[config.mk]
export PLATFORM = sky130hd
export DESIGN_NAME = radio_spi_seq
export DESIGN_NICKNAME = d
export VERILOG_FILES = /design/src/rtl/rsq_pkg.sv /design/src/rtl/rsq_shift.sv /design/src/rtl/rsq_hdr.sv /design/src/rtl/rsq_ctrl.sv /design/src/rtl/radio_spi_seq.sv
export SDC_FILE = /design/constraint.sdc
export NUM_CORES = 1
export LEC_CHECK = 0
export BUFFER_PORTS_ARGS = -buffer_cell sky130_fd_sc_hd__buf_4
export CORE_UTILIZATION = 33
export CTS_CLUSTER_SIZE = 14
export DETAILED_ROUTE_END_ITERATION = 10
export HOLD_SLACK_MARGIN = 0.06
export SETUP_SLACK_MARGIN = 0.5
export SLEW_MARGIN = 5
export SYNTH_ARGS = -nofsm -noshare
export SYNTH_HDL_FRONTEND = slang
export SYNTH_SLANG_ARGS = --single-unit
[constraint.sdc]
create_clock -name clk -period 4 [get_ports clk]
set_input_delay 0 -clock clk [delete_from_list [all_inputs] [get_ports clk]]
set_output_delay 0 -clock clk [all_outputs]
set_load 0.1 [all_outputs]
[src/rtl/rsq_pkg.sv]
package rsq_pkg;

    localparam int BYTE_W  = 8;
    localparam int ADDR_W  = 9;
    localparam int LEN_W   = 8;
    localparam int WORD_W  = 16;
    localparam int IDX_W   = LEN_W + 1;

    typedef enum logic [2:0] {
        OP_STROBE = 3'd0,
        OP_REG_WR = 3'd1,
        OP_REG_RD = 3'd2,
        OP_RAM_WR = 3'd3,
        OP_RAM_RD = 3'd4
    } op_e;

    typedef enum logic [2:0] {
        S_IDLE,
        S_LOAD,
        S_WR_WAIT,
        S_SHIFT,
        S_RD_PUSH,
        S_GAP
    } st_e;

endpackage

[src/rtl/rsq_shift.sv]
module rsq_shift
    import rsq_pkg::*;
#(
    parameter int CLK_DIV = 2
) (
    input  logic              clk,
    input  logic              rst_n,
    input  logic              start_i,
    input  logic [BYTE_W-1:0] tx_i,
    input  logic              miso_i,
    output logic              done_o,
    output logic [BYTE_W-1:0] rx_o,
    output logic              sclk_o,
    output logic              mosi_o
);

    localparam int DIV_W = (CLK_DIV > 1) ? $clog2(CLK_DIV) : 1;
    localparam int BIT_W = $clog2(BYTE_W);
    localparam logic [DIV_W-1:0] DIV_LAST = DIV_W'(CLK_DIV - 1);
    localparam logic [BIT_W-1:0] BIT_LAST = BIT_W'(BYTE_W - 1);

    typedef struct packed {
        logic              active;
        logic              sclk;
        logic [DIV_W-1:0]  div;
        logic [BIT_W-1:0]  bitn;
        logic [BYTE_W-1:0] tx;
        logic [BYTE_W-1:0] rx;
        logic              done;
    } sh_t;

    sh_t sh_q, sh_d;

    always_comb begin
        sh_d      = sh_q;
        sh_d.done = 1'b0;
        if (!sh_q.active) begin
            if (start_i) begin
                sh_d.active = 1'b1;
                sh_d.sclk   = 1'b0;
                sh_d.div    = '0;
                sh_d.bitn   = '0;
                sh_d.tx     = tx_i;
            end
        end else if (sh_q.div == DIV_LAST) begin
            sh_d.div = '0;
            if (!sh_q.sclk) begin
                sh_d.sclk = 1'b1;
                sh_d.rx   = {sh_q.rx[BYTE_W-2:0], miso_i};
            end else begin
                sh_d.sclk = 1'b0;
                if (sh_q.bitn == BIT_LAST) begin
                    sh_d.active = 1'b0;
                    sh_d.done   = 1'b1;
                end else begin
                    sh_d.bitn = sh_q.bitn + BIT_W'(1);
                    sh_d.tx   = {sh_q.tx[BYTE_W-2:0], 1'b0};
                end
            end
        end else begin
            sh_d.div = sh_q.div + DIV_W'(1);
        end
    end

    always_ff @(posedge clk or negedge rst_n) begin
        if (!rst_n) sh_q <= '0;
        else        sh_q <= sh_d;
    end

    assign done_o = sh_q.done;
    assign rx_o   = sh_q.rx;
    assign sclk_o = sh_q.sclk;
    assign mosi_o = sh_q.tx[BYTE_W-1];

    // clock rests low outside a byte
    p_sclk_idle_r7: assert property (@(posedge clk) disable iff (!rst_n)
        !sh_q.active |-> !sh_q.sclk);

    // data line holds while the clock is high
    p_mosi_hold_r7: assert property (@(posedge clk) disable iff (!rst_n)
        (sh_q.sclk && $past(sh_q.sclk)) |-> $stable(mosi_o));

endmodule

[src/rtl/rsq_hdr.sv]
module rsq_hdr
    import rsq_pkg::*;
(
    input  op_e               op_i,
    input  logic [ADDR_W-1:0] addr_i,
    input  logic [LEN_W-1:0]  len_i,
    input  logic [WORD_W-1:0] wdata_i,
    input  logic [BYTE_W-1:0] wbyte_i,
    input  logic [IDX_W-1:0]  idx_i,
    output logic [BYTE_W-1:0] tx_o,
    output logic [IDX_W-1:0]  total_o,
    output logic              need_wr_o,
    output logic              rd_data_o
);

    localparam logic [IDX_W-1:0] HDR_RAM = IDX_W'(2);

    logic ram_rd;
    logic in_body;

    assign ram_rd  = (op_i == OP_RAM_RD);
    assign in_body = (idx_i >= HDR_RAM);

    always_comb begin
        tx_o      = '0;
        total_o   = IDX_W'(1);
        need_wr_o = 1'b0;
        rd_data_o = 1'b0;
        unique case (op_i)
            OP_REG_WR: begin
                total_o = IDX_W'(3);
                if (idx_i == '0)                tx_o = {2'b00, addr_i[5:0]};
                else if (idx_i == IDX_W'(1))    tx_o = wdata_i[WORD_W-1:BYTE_W];
                else                            tx_o = wdata_i[BYTE_W-1:0];
            end
            OP_REG_RD: begin
                total_o = IDX_W'(3);
                if (idx_i == '0)                tx_o = {2'b01, addr_i[5:0]};
                else                            tx_o = '0;
            end
            OP_RAM_WR, OP_RAM_RD: begin
                total_o = HDR_RAM + IDX_W'(len_i);
                if (idx_i == '0)                tx_o = {1'b1, addr_i[6:0]};
                else if (idx_i == IDX_W'(1))    tx_o = {addr_i[8:7], ram_rd, 5'b00000};
                else if (ram_rd)                tx_o = '0;
                else                            tx_o = wbyte_i;
                need_wr_o = in_body && !ram_rd;
                rd_data_o = in_body && ram_rd;
            end
            default: begin
                total_o = IDX_W'(1);
                tx_o    = addr_i[BYTE_W-1:0];
            end
        endcase
    end

endmodule

[src/rtl/rsq_ctrl.sv]
module rsq_ctrl
    import rsq_pkg::*;
#(
    parameter int CLK_DIV = 2
) (
    input  logic              clk,
    input  logic              rst_n,
    input  logic              req_valid_i,
    output logic              req_ready_o,
    input  op_e               req_op_i,
    input  logic [ADDR_W-1:0] req_addr_i,
    input  logic [LEN_W-1:0]  req_len_i,
    input  logic [WORD_W-1:0] req_wdata_i,
    input  logic              wr_valid_i,
    output logic              wr_ready_o,
    output logic              rd_valid_o,
    input  logic              rd_ready_i,
    output logic [BYTE_W-1:0] rd_data_o,
    output logic              done_o,
    output logic [BYTE_W-1:0] status_o,
    output logic [WORD_W-1:0] rdata_o,
    output logic              csn_o,
    output op_e               op_o,
    output logic [ADDR_W-1:0] addr_o,
    output logic [LEN_W-1:0]  len_o,
    output logic [WORD_W-1:0] wdata_o,
    output logic [IDX_W-1:0]  idx_o,
    input  logic [IDX_W-1:0]  total_i,
    input  logic              need_wr_i,
    input  logic              rd_data_i,
    output logic              start_o,
    input  logic              sh_done_i,
    input  logic [BYTE_W-1:0] sh_rx_i
);

    localparam int GAP_CYC = 4 * CLK_DIV;
    localparam int GAP_W   = $clog2(GAP_CYC + 1);
    localparam logic [GAP_W-1:0]  GAP_LAST = GAP_W'(GAP_CYC - 1);
    localparam logic [BYTE_W-1:0] RSV_MASK = 8'h7E;

    typedef struct packed {
        st_e               st;
        op_e               op;
        logic [ADDR_W-1:0] addr;
        logic [LEN_W-1:0]  len;
        logic [WORD_W-1:0] wdata;
        logic [IDX_W-1:0]  idx;
        logic [BYTE_W-1:0] status;
        logic [WORD_W-1:0] rdata;
        logic              csn;
        logic              done;
        logic              rdv;
        logic [BYTE_W-1:0] rdd;
        logic [GAP_W-1:0]  gap;
    } ctl_t;

    ctl_t c_q, c_d;
    logic adv;

    always_comb begin
        c_d      = c_q;
        c_d.done = 1'b0;
        start_o  = 1'b0;
        adv      = 1'b0;
        unique case (c_q.st)
            S_IDLE: begin
                if (req_valid_i) begin
                    c_d.op     = req_op_i;
                    c_d.addr   = req_addr_i;
                    c_d.len    = req_len_i;
                    c_d.wdata  = req_wdata_i;
                    c_d.idx    = '0;
                    c_d.status = '0;
                    c_d.rdata  = '0;
                    c_d.csn    = 1'b0;
                    c_d.st     = S_LOAD;
                end
            end
            S_LOAD: begin
                if (need_wr_i) begin
                    c_d.st = S_WR_WAIT;
                end else begin
                    start_o = 1'b1;
                    c_d.st  = S_SHIFT;
                end
            end
            S_WR_WAIT: begin
                if (wr_valid_i) begin
                    start_o = 1'b1;
                    c_d.st  = S_SHIFT;
                end
            end
            S_SHIFT: begin
                if (sh_done_i) begin
                    if (c_q.idx == '0) begin
                        c_d.status = (c_q.op == OP_REG_WR) ? (sh_rx_i & RSV_MASK) : sh_rx_i;
                    end
                    if (c_q.op == OP_REG_RD) begin
                        if (c_q.idx == IDX_W'(1)) c_d.rdata[WORD_W-1:BYTE_W] = sh_rx_i;
                        if (c_q.idx == IDX_W'(2)) c_d.rdata[BYTE_W-1:0]      = sh_rx_i;
                    end
                    if (rd_data_i) begin
                        c_d.rdv = 1'b1;
                        c_d.rdd = sh_rx_i;
                        c_d.st  = S_RD_PUSH;
                    end else begin
                        adv = 1'b1;
                    end
                end
            end
            S_RD_PUSH: begin
                if (rd_ready_i) begin
                    c_d.rdv = 1'b0;
                    adv     = 1'b1;
                end
            end
            S_GAP: begin
                c_d.gap = c_q.gap + GAP_W'(1);
                if (c_q.gap == '0) c_d.done = 1'b1;
                if (c_q.gap == GAP_LAST) begin
                    c_d.gap = '0;
                    c_d.st  = S_IDLE;
                end
            end
            default: c_d.st = S_IDLE;
        endcase

        if (adv) begin
            if ((c_q.idx + IDX_W'(1)) == total_i) begin
                c_d.csn = 1'b1;
                c_d.gap = '0;
                c_d.st  = S_GAP;
            end else begin
                c_d.idx = c_q.idx + IDX_W'(1);
                c_d.st  = S_LOAD;
            end
        end
    end

    always_ff @(posedge clk or negedge rst_n) begin
        if (!rst_n) begin
            c_q     <= '0;
            c_q.st  <= S_IDLE;
            c_q.op  <= OP_STROBE;
            c_q.csn <= 1'b1;
        end else begin
            c_q <= c_d;
        end
    end

    assign req_ready_o = (c_q.st == S_IDLE);
    assign wr_ready_o  = (c_q.st == S_WR_WAIT);
    assign rd_valid_o  = c_q.rdv;
    assign rd_data_o   = c_q.rdd;
    assign done_o      = c_q.done;
    assign status_o    = c_q.status;
    assign rdata_o     = c_q.rdata;
    assign csn_o       = c_q.csn;
    assign op_o        = c_q.op;
    assign addr_o      = c_q.addr;
    assign len_o       = c_q.len;
    assign wdata_o     = c_q.wdata;
    assign idx_o       = c_q.idx;

    // Cycles chip select has been high, saturating; used by the gap check below.
    logic [GAP_W-1:0] hi_cnt_q;
    always_ff @(posedge clk or negedge rst_n) begin
        if (!rst_n)                        hi_cnt_q <= GAP_W'(GAP_CYC);
        else if (!c_q.csn)                 hi_cnt_q <= '0;
        else if (hi_cnt_q != GAP_W'(GAP_CYC)) hi_cnt_q <= hi_cnt_q + GAP_W'(1);
    end

    p_cs_gap_r8: assert property (@(posedge clk) disable iff (!rst_n)
        $fell(c_q.csn) |-> (hi_cnt_q >= GAP_W'(GAP_CYC)));

    p_done_after_cs_r9: assert property (@(posedge clk) disable iff (!rst_n)
        $rose(c_q.csn) |=> c_q.done);

    p_done_single_r9: assert property (@(posedge clk) disable iff (!rst_n)
        c_q.done |=> !c_q.done);

    p_cs_only_on_accept_r10: assert property (@(posedge clk) disable iff (!rst_n)
        $fell(c_q.csn) |-> $past(req_valid_i && req_ready_o));

    p_wr_inside_window_r5: assert property (@(posedge clk) disable iff (!rst_n)
        wr_ready_o |-> !c_q.csn);

    p_rd_hold_r6: assert property (@(posedge clk) disable iff (!rst_n)
        (rd_valid_o && !rd_ready_i) |=> (rd_valid_o && $stable(rd_data_o)));

endmodule

[src/rtl/radio_spi_seq.sv]
module radio_spi_seq
    import rsq_pkg::*;
#(
    parameter int CLK_DIV = 2
) (
    input  logic        clk,
    input  logic        rst_n,
    input  logic        req_valid_i,
    output logic        req_ready_o,
    input  logic [2:0]  req_op_i,
    input  logic [8:0]  req_addr_i,
    input  logic [7:0]  req_len_i,
    input  logic [15:0] req_wdata_i,
    input  logic        wr_valid_i,
    output logic        wr_ready_o,
    input  logic [7:0]  wr_data_i,
    output logic        rd_valid_o,
    input  logic        rd_ready_i,
    output logic [7:0]  rd_data_o,
    output logic        done_o,
    output logic [7:0]  resp_status_o,
    output logic [15:0] resp_rdata_o,
    output logic        spi_csn_o,
    output logic        spi_sclk_o,
    output logic        spi_mosi_o,
    input  logic        spi_miso_i
);

    op_e               cur_op;
    logic [ADDR_W-1:0] cur_addr;
    logic [LEN_W-1:0]  cur_len;
    logic [WORD_W-1:0] cur_wdata;
    logic [IDX_W-1:0]  cur_idx;
    logic [IDX_W-1:0]  total;
    logic              need_wr;
    logic              rd_byte;
    logic [BYTE_W-1:0] tx_byte;
    logic              sh_start;
    logic              sh_done;
    logic [BYTE_W-1:0] sh_rx;

    rsq_ctrl #(.CLK_DIV(CLK_DIV)) u_ctrl (
        .clk         (clk),
        .rst_n       (rst_n),
        .req_valid_i (req_valid_i),
        .req_ready_o (req_ready_o),
        .req_op_i    (op_e'(req_op_i)),
        .req_addr_i  (req_addr_i),
        .req_len_i   (req_len_i),
        .req_wdata_i (req_wdata_i),
        .wr_valid_i  (wr_valid_i),
        .wr_ready_o  (wr_ready_o),
        .rd_valid_o  (rd_valid_o),
        .rd_ready_i  (rd_ready_i),
        .rd_data_o   (rd_data_o),
        .done_o      (done_o),
        .status_o    (resp_status_o),
        .rdata_o     (resp_rdata_o),
        .csn_o       (spi_csn_o),
        .op_o        (cur_op),
        .addr_o      (cur_addr),
        .len_o       (cur_len),
        .wdata_o     (cur_wdata),
        .idx_o       (cur_idx),
        .total_i     (total),
        .need_wr_i   (need_wr),
        .rd_data_i   (rd_byte),
        .start_o     (sh_start),
        .sh_done_i   (sh_done),
        .sh_rx_i     (sh_rx)
    );

    rsq_hdr u_hdr (
        .op_i      (cur_op),
        .addr_i    (cur_addr),
        .len_i     (cur_len),
        .wdata_i   (cur_wdata),
        .wbyte_i   (wr_data_i),
        .idx_i     (cur_idx),
        .tx_o      (tx_byte),
        .total_o   (total),
        .need_wr_o (need_wr),
        .rd_data_o (rd_byte)
    );

    rsq_shift #(.CLK_DIV(CLK_DIV)) u_shift (
        .clk     (clk),
        .rst_n   (rst_n),
        .start_i (sh_start),
        .tx_i    (tx_byte),
        .miso_i  (spi_miso_i),
        .done_o  (sh_done),
        .rx_o    (sh_rx),
        .sclk_o  (spi_sclk_o),
        .mosi_o  (spi_mosi_o)
    );

endmodule

Yosys cells after proc, flatten, opt, wreduce, memory -nomap -nowiden
Index checks and enable logic that the tools add are counted.

operators by class
  $add $sub $neg = 5
  magnitude comparators = 1
  eq/ne operators = 31
  muxes and demuxes = 63
  bitwise logic cells = 1
  reductions and logical operators = 21

operators with widths
  kind                 number
  $mux 8               10
  $mux 73              1
  $pmux 24 s2          1
  $mux 9               5
  $mux 14              2
  $mux 24              1
  $pmux 8 s3           1
  $mux 11              2
  $mux 1               21
  $mux 20              1
  $mux 3               6
  $pmux 3 s6           1
  $pmux 9 s2           1
  $mux 16              1
  $mux 4               4
  $eq 3x2->1 const B   4
  $eq 3x3->1 const B   4
  $ne 2x1->1 const B   6
  $ne 2x2->1 const B   6
  $reduce_and 4->1     3
  $reduce_and 5->1     2
  $add 2x8->9 const A  1
  $add 9x1->9 const B  1
  $eq 9x1->1 const B   1
  other kinds (24)     36

word-level totals
  bits in registers = 110
  bits of input ports = 50
  output and inout bits = 39
  logic and storage cells = 143

Depth between registers and ports, before layout
Gate-level depths: netlist (run 1).

  depth in word-level cells = 8
  depth in mapped cells = 10
  gate-level depth less buffers = 9

Hierarchy
From an unflattened synthesis (run 1), not the netlist that was laid out.

unflattened totals
  cell total of the unflattened synthesis = 700
  area, all modules = 6396.1 µm²

by module, submodules not included
  module     times used  cells each  area an instance (µm²)
  rsq_ctrl   1           508         4551.9
  rsq_shift  1           82          1098.6
  rsq_hdr    1           110         745.7

Worst setup path after synthesis (run 1)
OpenSTA, ideal clock, no wires.

  path kind = register to register
  start = register u_ctrl.c_q[86] in the netlist's numbering
  end = register u_ctrl.c_q, in the netlist u_ctrl.status_o[0]
  arrival time = 3903 ps
  required time = 3875 ps
  slack = -28 ps
  stages on the path, launching flop included = 8
  clock period less this slack = 4028 ps
  path through = dfrtp_1 > clkbuf_1 > nor3_1 > and2_1 > clkbuf_1 > a31oi_1 > a21oi_2 > mux2_2

between the ends
  cells in the longest elaborated chain, start to end = 3
  elaborated cells on any way between the ends = 8

ends and longest elaborated chain
  what                                                       RTL line            source
  start: declaration                                         rsq_ctrl.sv:57      ctl_t c_q, c_d;
  $logic_not 3->1 *                                          --
  named net req_ready_o                                      radio_spi_seq.sv:9  output logic req_ready_o,
  $ne 2x2->1 (no line) or $reduce_bool 2->1 (tied branches)  --
  $reduce_and 4->1 (no line)                                 --

Mark *: on every way through the listed nets, which the timed path passes. The rest lies on a longest branch.
A chain may end at the register's enable or synchronous reset.

Final worst setup path (run 1)
  start = register u_ctrl.c_q[85] in the netlist's numbering
  end = register u_ctrl.c_q, in the netlist u_ctrl.rdata_o[1]

between the ends
  cells in the longest elaborated chain, start to end = 3
  elaborated cells on any way between the ends = 9

ends and longest elaborated chain
  what                                           RTL line        source
  $eq 3x2->1 or $logic_not 3->1 (tied branches)  rsq_ctrl.sv:65  unique case (c_q.st)
  $ne 2x1->1 (no line) (tied with other cells)   --
  $reduce_and 5->1 (no line)                     --

Parallel ways exist; a longest one is shown, timed or not.

==> impl_metrics.yaml, run 1 <==
power_and_ir_drop:
  p_leak_nw: 3.34
  irDropWorstVdd_mv: 0.496
  power.density_nw_per_um2: 713
critical_path:
  r2r_start: "u_ctrl.c_q[85]"
  criticalPathCategory: "flop to flop"
  worstPathRequired_ns: 4.23
  cp-startpoint: "u_ctrl.c_q[85]"
  cpMaxStageDelayCell: "nor2b_1"
  cp.arrival_ns: 3.18
  crit_chain: "nor2b_1 > nand3_1 > nor4b_1 > a31oi_1 > mux2_2"
  endpoint_kind: "flop"
  start_kind: "flop"
  reg2reg_to: "u_ctrl.rdata_o[1]"
  worst-r2r-cell-count: 5
  reg2reg_slack_ns: 1.04
  path_max_fanout: 10
  max_stage_delay_ns: 0.55
status:
  status: "completed"
place:
  hpwlAfterDp_mm: 9.87
  portBuffers: 88
  gp_congestion: 0.785
  dpl.cell_count: 862
synth:
  synth-seq-cells: 110
  synth_area_leaders: "dfrtp_1, nand2_1, mux2_2"
  ys_types: 66
  syn_area_um2: 5820
  yosysWarningCount: 0
  synth_most_common_cell: "nand2_1"
  synth_edf_count: 0
  synthArstFlopShare_pct: 100
  synthDominantCellAreaShare_pct: 46.9
  yosysSeqAreaShare_pct: 47.3
  yosys.area.top_type: "dfrtp_1"
  synthesis.instances: 606
  syn_nets: 665
  yosys-top-cells-count: "nand2_1, dfrtp_1, mux2_2"
  ys.flop_type: "dfrtp_1"
  syn_area_per_cell_um2: 9.61
final_layout:
  drive_above_1_share_pct: 23.7
  nFillCells: 1692
  final_nets: 746
  post-route-util_pct: 41.2
  syn2layout_area_growth_pct: 21.9
  final_cells: 917
  diodes: 0
sta:
  finalCriticalPeriod_ns: 2.96
  slew_headroom_pct: 22.3
  rsz0062_at_grt: "no"
  setup_viol: 0
  tns_ns: 0
  maxSlewViolCount: 0
  max_slew.worst_pin.slew_ns: 1.16
  finalClockSkew_ns: 0.00655
  fmax_mhz: 338
  hold_violations: 0
  fin_crit_sh_pct: 73.9
die:
  start_util_pct: 33.8
  num_rows: 48
  core_um2: 17200
  io_pins: 89
  die_w_um: 135
  die_area_um2: 18200
  dieHeight_um: 135
routing:
  avgViaCountPerCell: 4.98
  wire_per_inst_um: 15.0
  drt.antenna.violating_nets: 0
  drc: 0
  drt_iter0_markers: 322
  drtPass1Iterations: 5
  vias: 4569
  wirelength_mm: 13.8
grt:
  antenna_found_initial: 0
  grt_pass1_vias: 4628
  grt_max_degree: 78
  overflow: 0
  grt_usage_pct: 15.9
  grt_pass1_wl_mm: 22.9
clock_tree:
  cts_tree: "done"
  numCtsBuffers: 9
  cts_sinks: 110
  cts_resized: 0
  clkLatencyLatePin_ns: 0.34
  cts-root-buf: "clkbuf_16"
  clk_path_buf_depth: 2
  clk_pin_slew_worst_paths_ns: 0.07
  htree_num_levels: 3
hold_path:
  hold_class: "input pin to flop"
  hp-start: "wr_valid_i"
  hold_path_end: "u_shift.sh_q[22]"
  holdPathStages: 4
job:
  cap_violations: 0
[registers in the layout, summed over array words and instances, names as in the netlist, 7 cells and up]
signal            count
u_shift.rx_o          8
u_ctrl.c_q            7
u_ctrl.len_o          8
u_ctrl.status_o       8
u_ctrl.wdata_o       16
u_ctrl.rd_data_o      8
u_shift.sh_q         12
u_ctrl.addr_o         9
u_ctrl.rdata_o       16
u_ctrl.idx_o          9
[layer usage]
layer  vias up  track usage (%)  wire length [um]
met3        11             3.19               787
met4         0             3.93               136
met1      2187             21.0              6380
li1       2229                -                 -
met2       142             26.6              6470
met5         -                0                 0
[where the power goes]
| part | switching (mW) | internal, mW |
|---|---|---|
| Sequential | 0.355 | 1.48 |
| Clock | 0.407 | 0.492 |
| Combinational | 1.54 | 0.787 |
| Total | 2.30 | 2.76 |
[area by class of cell]
| cell class | instances | area [um^2] | share of cell area [%] |
|---|---|---|---|
| flip-flops and latches | 110 | 2750 | 38.8 |
| multi-input cells | 418 | 2620 | 37.0 |
| clock buffers | 10 | 229 | 3.23 |
| well taps | 225 | 282 | 3.97 |
| repair buffers | 130 | 1070 | 15.1 |
| clock inverters | 6 | 68.8 | 0.970 |
| inverters | 18 | 67.6 | 0.952 |
[repair_timing]
| action | 4_1_cts | 5_1_grt |
|---|---|---|
| hold endpoints to repair | 113 | 0 |
| setup buffers | 0 | 0 |
| hold buffers | 39 | 0 |
[worst max-delay path, delay by kind of cell, from the launching register on]
family	cells	cell delay, ns
AO/OA/AOI/OAI	1	0.49
flip-flops	1	0.50
AND/OR/NAND/NOR	3	1.42
multiplexers	1	0.42
[worst max path at each step]
stage / end / slack [ns] / cells past startpoint
after floorplan: u_ctrl.status_o[0] / 0.91 / 7
after global placement: u_ctrl.rdata_o[2] / 1.12 / 5
after detailed placement: u_ctrl.rdata_o[1] / 1.09 / 5
after CTS: u_ctrl.rdata_o[1] / 1.07 / 5
after global routing: u_ctrl.rdata_o[1] / 0.83 / 5
final: u_ctrl.rdata_o[1] / 1.04 / 5
[cells in the final DEF (no fill, tap or decap), types with 7 or more instances in the layout]
master and n:
a21oi_1 16, a31oi_1 12, and3_1 10, buf_4 91, clkbuf_16 9, dfrtp_1 109
dlygate4sd3_1 39, ha_1 9, inv_1 18, mux2_2 44, nand2_1 145, nand2b_1 7
nand3_1 13, nor2_1 27, nor3_1 8, o21ai_0 27, xnor2_1 11
[logic make-up (layout without fill, tap and decap cells)]
kind of cell | after synthesis | count (layout) | synth area share [%]
xor+xnor | 17 | 17 | 2.56
buf+inv | 78 | 164 | 7.72
simple gates | 242 | 242 | 19.0
flops | 110 | 110 | 47.3
compound gates | 101 | 101 | 12.1
fa+ha+maj | 9 | 9 | 1.93
mux | 49 | 49 | 9.39
[per-stage QoR]
| step | hold slack [ns] | total power, mW | setup slack, ns | cell area [um^2] |
|---|---|---|---|---|
| floorplan | -0.296 | 3.75 | 0.906 | 5830 |
| global placement | 0.190 | 4.12 | 1.12 | 6410 |
| global route | 0.0944 | 5.41 | 0.827 | 7100 |
| detailed placement | 0.195 | 4.16 | 1.09 | 6410 |
| CTS | 0.0749 | 5.10 | 1.07 | 7100 |
| finish | 0.106 | 5.06 | 1.04 | 7100 |
(Power assumes the default switching activity.)
==> run 2, diff against run 1 <==
clock period = 2.95 ns   (was 4 ns; I/O delays follow)
==> run 2 against run 1 <==
Against the previous run: cell count increased by 3.3%; maximum frequency increased by 19%; worst setup slack got worse by 0.57 ns; sequential power increased by 34%; critical endpoint is now u_ctrl.idx_o[2]; clock power increased by 42%; critical path depth increased by 2; count of clock-buffer cells in the layout decreased by 1; cell area increased by 6.1%.
==> impl_metrics.yaml, run 2 (synthesis results as in run 1) <==
status:
  status: "completed"
routing:
  avgViaCountPerCell: 4.89
  drc: 0
  wire_per_inst_um: 15.1
  drt_iter0_markers: 227
  drtPass1Iterations: 4
  vias: 4630
  drt.antenna.violating_nets: 0
  wirelength_mm: 14.3
sta:
  setup_viol: 0
  max_slew.worst_pin.slew_ns: 0.867
  tns_ns: 0
  hold_violations: 0
  finalClockSkew_ns: 0.00876
  rsz0062_at_grt: "yes"
  fmax_mhz: 404
  maxSlewViolCount: 0
  fin_crit_sh_pct: 83.9
  slew_headroom_pct: 42.2
  finalCriticalPeriod_ns: 2.48
grt:
  overflow: 0
  antenna_found_initial: 0
  grt_pass1_wl_mm: 23.4
  grt_usage_pct: 16.3
  grt_max_degree: 66
  grt_pass1_vias: 4708
power_and_ir_drop:
  p_total_mw: 7.37
  irDropWorstVdd_mv: 0.787
  power.density_nw_per_um2: 979
  p_leak_nw: 3.51
die:
  num_rows: 48
  dieHeight_um: 135
  start_util_pct: 33.8
  io_pins: 89
  die_w_um: 135
  core_um2: 17200
  die_area_um2: 18200
clock_tree:
  cts_sinks: 110
  cts-root-buf: "clkbuf_16"
  clkLatencyLatePin_ns: 0.35
  numCtsBuffers: 9
  clk_path_buf_depth: 2
  clk_pin_slew_worst_paths_ns: 0.08
  cts_tree: "done"
  htree_num_levels: 3
final_layout:
  diodes: 0
  layout_commonest_cell: "nand2_1"
  drive_above_1_share_pct: 31.2
  final_cell_mix: "nand2_1, buf_4, dfrtp_1, mux2_2, dlygate4sd3_1"
  nFillCells: 1608
  final_nets: 776
  syn2layout_area_growth_pct: 29.3
critical_path:
  r2r_start: "u_ctrl.op_o[0]"
  start_kind: "flop"
  reg2reg_slack_ns: 0.47
  worst-r2r-cell-count: 7
  cp.arrival_ns: 2.73
  path_max_fanout: 7
  endpoint_kind: "flop"
  worstPathRequired_ns: 3.21
  reg2reg_to: "u_ctrl.idx_o[2]"
  criticalPathCategory: "flop to flop"
place:
  hpwlAfterDp_mm: 9.93
  gp_congestion: 0.786
  portBuffers: 88
hold_path:
  hold_path_end: "u_shift.sh_q[22]"
  holdPathStages: 4
  hp-start: "wr_valid_i"
  hold_class: "input pin to flop"
job:
  cap_violations: 0
[run 2: cell count changes in the layout (fill, tap and decap cells not counted), sizes merged]
| cell | previous run | this run |
|---|---|---|
| buf | 91 | 121 |
| inv | 20 | 22 |
| clkbuf | 10 | 9 |
| clkinv | 3 | 2 |
[run 2: per-stage QoR]
step	setup WS [ns]	area, um^2	util, %	hold WS (ns)	std cells
floorplan	0.401	5880	-	-0.296	606
global placement	0.292	6500	37.7	0.154	870
detailed placement	0.197	6500	37.7	0.168	870
CTS	0.479	7380	42.8	0.107	940
global route	0.360	7530	43.7	0.162	947
finish	0.474	7530	43.7	0.118	947
[run 2: layout make-up]
class / count / area (um^2) / area share, %
Multi-Input combinational cell: 418 / 2800 / 37.2
Sequential cell: 110 / 2770 / 36.7
Timing Repair Buffer: 160 / 1300 / 17.3
Tap cell: 225 / 282 / 3.74
Clock buffer: 9 / 225 / 2.99
Clock inverter: 7 / 87.6 / 1.16
Inverter: 18 / 67.6 / 0.897
[run 2: worst max-delay path by stage]
stage	cells past startpoint	to	from
5_1_grt	7	u_ctrl.idx_o[2]	u_ctrl.op_o[0]
2_1_floorplan	7	u_ctrl.status_o[0]	u_ctrl.c_q[86]
6_report	7	u_ctrl.idx_o[2]	u_ctrl.op_o[0]
4_1_cts	5	u_ctrl.rdata_o[2]	u_ctrl.c_q[85]
3_5_place_dp	7	u_ctrl.idx_o[8]	u_ctrl.op_o[1]
3_3_place_gp	7	u_ctrl.idx_o[5]	u_ctrl.op_o[1]
[run 2: what timing repair did]
action,4_1_cts,5_1_grt
setup buffers,15,7
pin swaps,11,11
hold buffers,39,0
hold endpoints to repair,100,0
endpoints found under the setup margin,34,41
resized for setup,14,22
[run 2: routing by layer]
| layer | share of wire [%] | global-route usage [%] |
|---|---|---|
| met5 | 0 | 0 |
| met4 | 0.52 | 3.06 |
| met3 | 4.2 | 2.85 |
| met2 | 48 | 28.0 |
| met1 | 47 | 21.7 |
[run 2: critical path, cell delays in order, from the launching register on]
cell	delay [ns]
dfrtp_2	0.46
or3b_4	0.44
o22ai_2	0.17
xnor2_1	0.13
nand2_1	0.07
a2111o_1	0.46
o31a_1	0.45
o221ai_1	0.21
[run 2: power by group]
part           switching, mW  total [mW]  internal (mW)
combinational           2.28        3.62           1.34
sequential             0.452        2.47           2.02
clock                  0.596        1.28          0.681
==> run 3, diff against run 2 <==
clock period = 2.2 ns   (was 2.95 ns; I/O delays follow)
==> run 3 against run 2 <==
Against the previous run: the flow now finishes with violations (negative setup slack); power up 59%; die area is the same; maximum frequency up 4.8%; critical path type unchanged; routed wire length rose by 13%; sequential power increased by 33%; via count grew 9.2%; worst setup slack worse by 0.64 ns.
==> impl_metrics.yaml, run 3 (synthesis results as in run 1) <==
status:
  status: "finished with violations"
  violations: "negative setup slack"
sta:
  tns_ns: -1.45
  hold_violations: 0
  fin_ws_ns: -0.162
  maxSlewViolCount: 0
  finalClockSkew_ns: 0.0114
  slew_headroom_pct: 73.1
  rsz0062_at_grt: "yes"
  finalCriticalPeriod_ns: 2.36
  max_slew.worst_pin.slew_ns: 0.403
  fmax_mhz: 423
  holdWs_ns: 0.0676
  setup_viol: 15
  fin_crit_sh_pct: 107
grt:
  grt_max_degree: 41
  antenna_found_initial: 0
  grt_pass1_wl_mm: 26.6
  overflow: 0
  grt_usage_pct: 18.7
  grt_pass1_vias: 5303
routing:
  drc: 0
  drt_iter0_markers: 226
  drtPass1Iterations: 4
  drt.antenna.violating_nets: 0
  avgViaCountPerCell: 4.94
  wire_per_inst_um: 15.7
  vias: 5057
  wirelength_mm: 16.1
power_and_ir_drop:
  p_total_mw: 11.7
  irDropWorstVdd_mv: 0.888
  p_leak_nw: 4.10
  seqPwrFrac_pct: 28.0
  switching_share_pct: 44.3
  intPower_mw: 6.53
  p_comb_share_pct: 57.9
  clockPowerShare_pct: 14.0
  power.density_nw_per_um2: 1330
  switchingPower_mw: 5.19
critical_path:
  worst-r2r-cell-count: 8
  cpMaxStageDelayCell: "a2111o_1"
  path_max_fanout: 5
  cp.arrival_ns: 2.64
  crit_buf_inv: 1
  criticalPathCategory: "flop to flop"
  start_kind: "flop"
  max_stage_delay_ns: 0.46
  endpoint_kind: "flop"
  reg2reg_to: "u_ctrl.idx_o[6]"
  worstPathRequired_ns: 2.48
  cp_top_family: "compound AO/OA/AOI/OAI gates"
  r2r_start: "u_ctrl.op_o[1]"
  crit_chain: "or3b_4 > o22ai_2 > xnor2_1 > nand2_1 > a2111o_1 > o31a_1 > buf_4 > o221ai_2"
  reg2reg_slack_ns: -0.16
clock_tree:
  cts-root-buf: "clkbuf_16"
  cts_sinks: 110
  clk_pin_slew_worst_paths_ns: 0.08
  numCtsBuffers: 9
  htree_num_levels: 3
  clk_path_buf_depth: 2
  clkLatencyLatePin_ns: 0.36
  cts_tree: "done"
hold_path:
  hold_path_end: "u_ctrl.rd_valid_o"
  holdPathStages: 3
  hp-start: "rd_ready_i"
  hold_class: "input pin to flop"
die:
  start_util_pct: 33.8
  num_rows: 48
  core_um2: 17200
  die_w_um: 135
  dieHeight_um: 135
  io_pins: 89
  die_area_um2: 18200
final_layout:
  final_cell_mix: "buf_4, nand2_1, dfrtp_1, dlygate4sd3_1, mux2_4"
  drive_above_1_share_pct: 45.0
  diodes: 0
  layout_commonest_cell: "buf_4"
  syn2layout_area_growth_pct: 51.7
  final_nets: 852
place:
  hpwlAfterDp_mm: 10.6
  gp_congestion: 0.827
  portBuffers: 88
job:
  cap_violations: 0
run 3: cell types whose count changed in the layout (fill, tap and decap cells not counted), sizes merged:
cell | before | now
clkinv | 2 | 1
clkbuf | 9 | 13
buf | 121 | 195
o21ai | 30 | 31
inv | 22 | 21
bufinv | 1 | 0
run 3: power groups by stage:
| stage | Clock [mW] | Combinational [mW] | Sequential (mW) |
|---|---|---|---|
| floorplan | 0 | 3.82 | 3.31 |
| global placement | 0 | 5.22 | 3.22 |
| detailed placement | 0 | 5.32 | 3.27 |
| CTS | 1.70 | 6.40 | 3.30 |
| global route | 1.78 | 7.26 | 3.38 |
| finish | 1.65 | 6.79 | 3.29 |
run 3: cell type report:
cell class,count,area [um^2]
inverters,18,70.1
clock inverters,4,37.5
flip-flops and latches,110,2760
clock buffers,12,256
fillers,1479,8400
multi-input cells,419,3360
well taps,225,282
repair buffers,235,2060
run 3: stage by stage:
| step | utilization (%) | std cells | area, um^2 | worst slack [ns] |
|---|---|---|---|---|
| after global routing | 51.2 | 1023 | 8830 | -0.240 |
| after global placement | 41.7 | 933 | 7180 | -0.135 |
| after detailed placement | 41.7 | 933 | 7180 | -0.237 |
| final | 51.2 | 1023 | 8830 | -0.162 |
| after floorplan | - | 606 | 6090 | -0.290 |
| after CTS | 50.1 | 1015 | 8640 | -0.117 |
run 3: layer usage:
layer / vias up / global-route usage [%] / wire length [um]
li1: 2434 / - / -
met1: 2455 / 24.2 / 7210
met2: 146 / 31.3 / 7850
met3: 22 / 4.65 / 782
met4: 0 / 4.62 / 238
met5: - / 0 / 0
run 3: how the worst max path moves through the flow:
stage | start | to | slack, ns | cells past startpoint
finish | u_ctrl.op_o[1] | u_ctrl.idx_o[6] | -0.16 | 8
floorplan | u_ctrl.c_q[86] | u_ctrl.status_o[0] | -0.29 | 7
global placement | u_ctrl.op_o[0] | u_ctrl.idx_o[2] | -0.14 | 7
global route | u_ctrl.op_o[1] | u_ctrl.idx_o[4] | -0.24 | 8
CTS | u_ctrl.op_o[1] | u_ctrl.idx_o[7] | -0.12 | 8
detailed placement | u_ctrl.op_o[0] | u_ctrl.idx_o[8] | -0.24 | 8
run 3: worst min-delay path: stages:
cell,delay (ns)
buf_4,0.12
nand2_1,0.15
a21o_1,0.14
run 3: repair_timing:
| action | CTS | global route |
|---|---|---|
| gates resized for setup | 135 | 33 |
| pin swaps | 55 | 25 |
| buffers inserted | 23 | 8 |
| gates cloned | 4 | 0 |
| hold buffers | 39 | 0 |
| endpoints found under the setup margin | 99 | 108 |
| hold endpoints to repair | 147 | 0 |
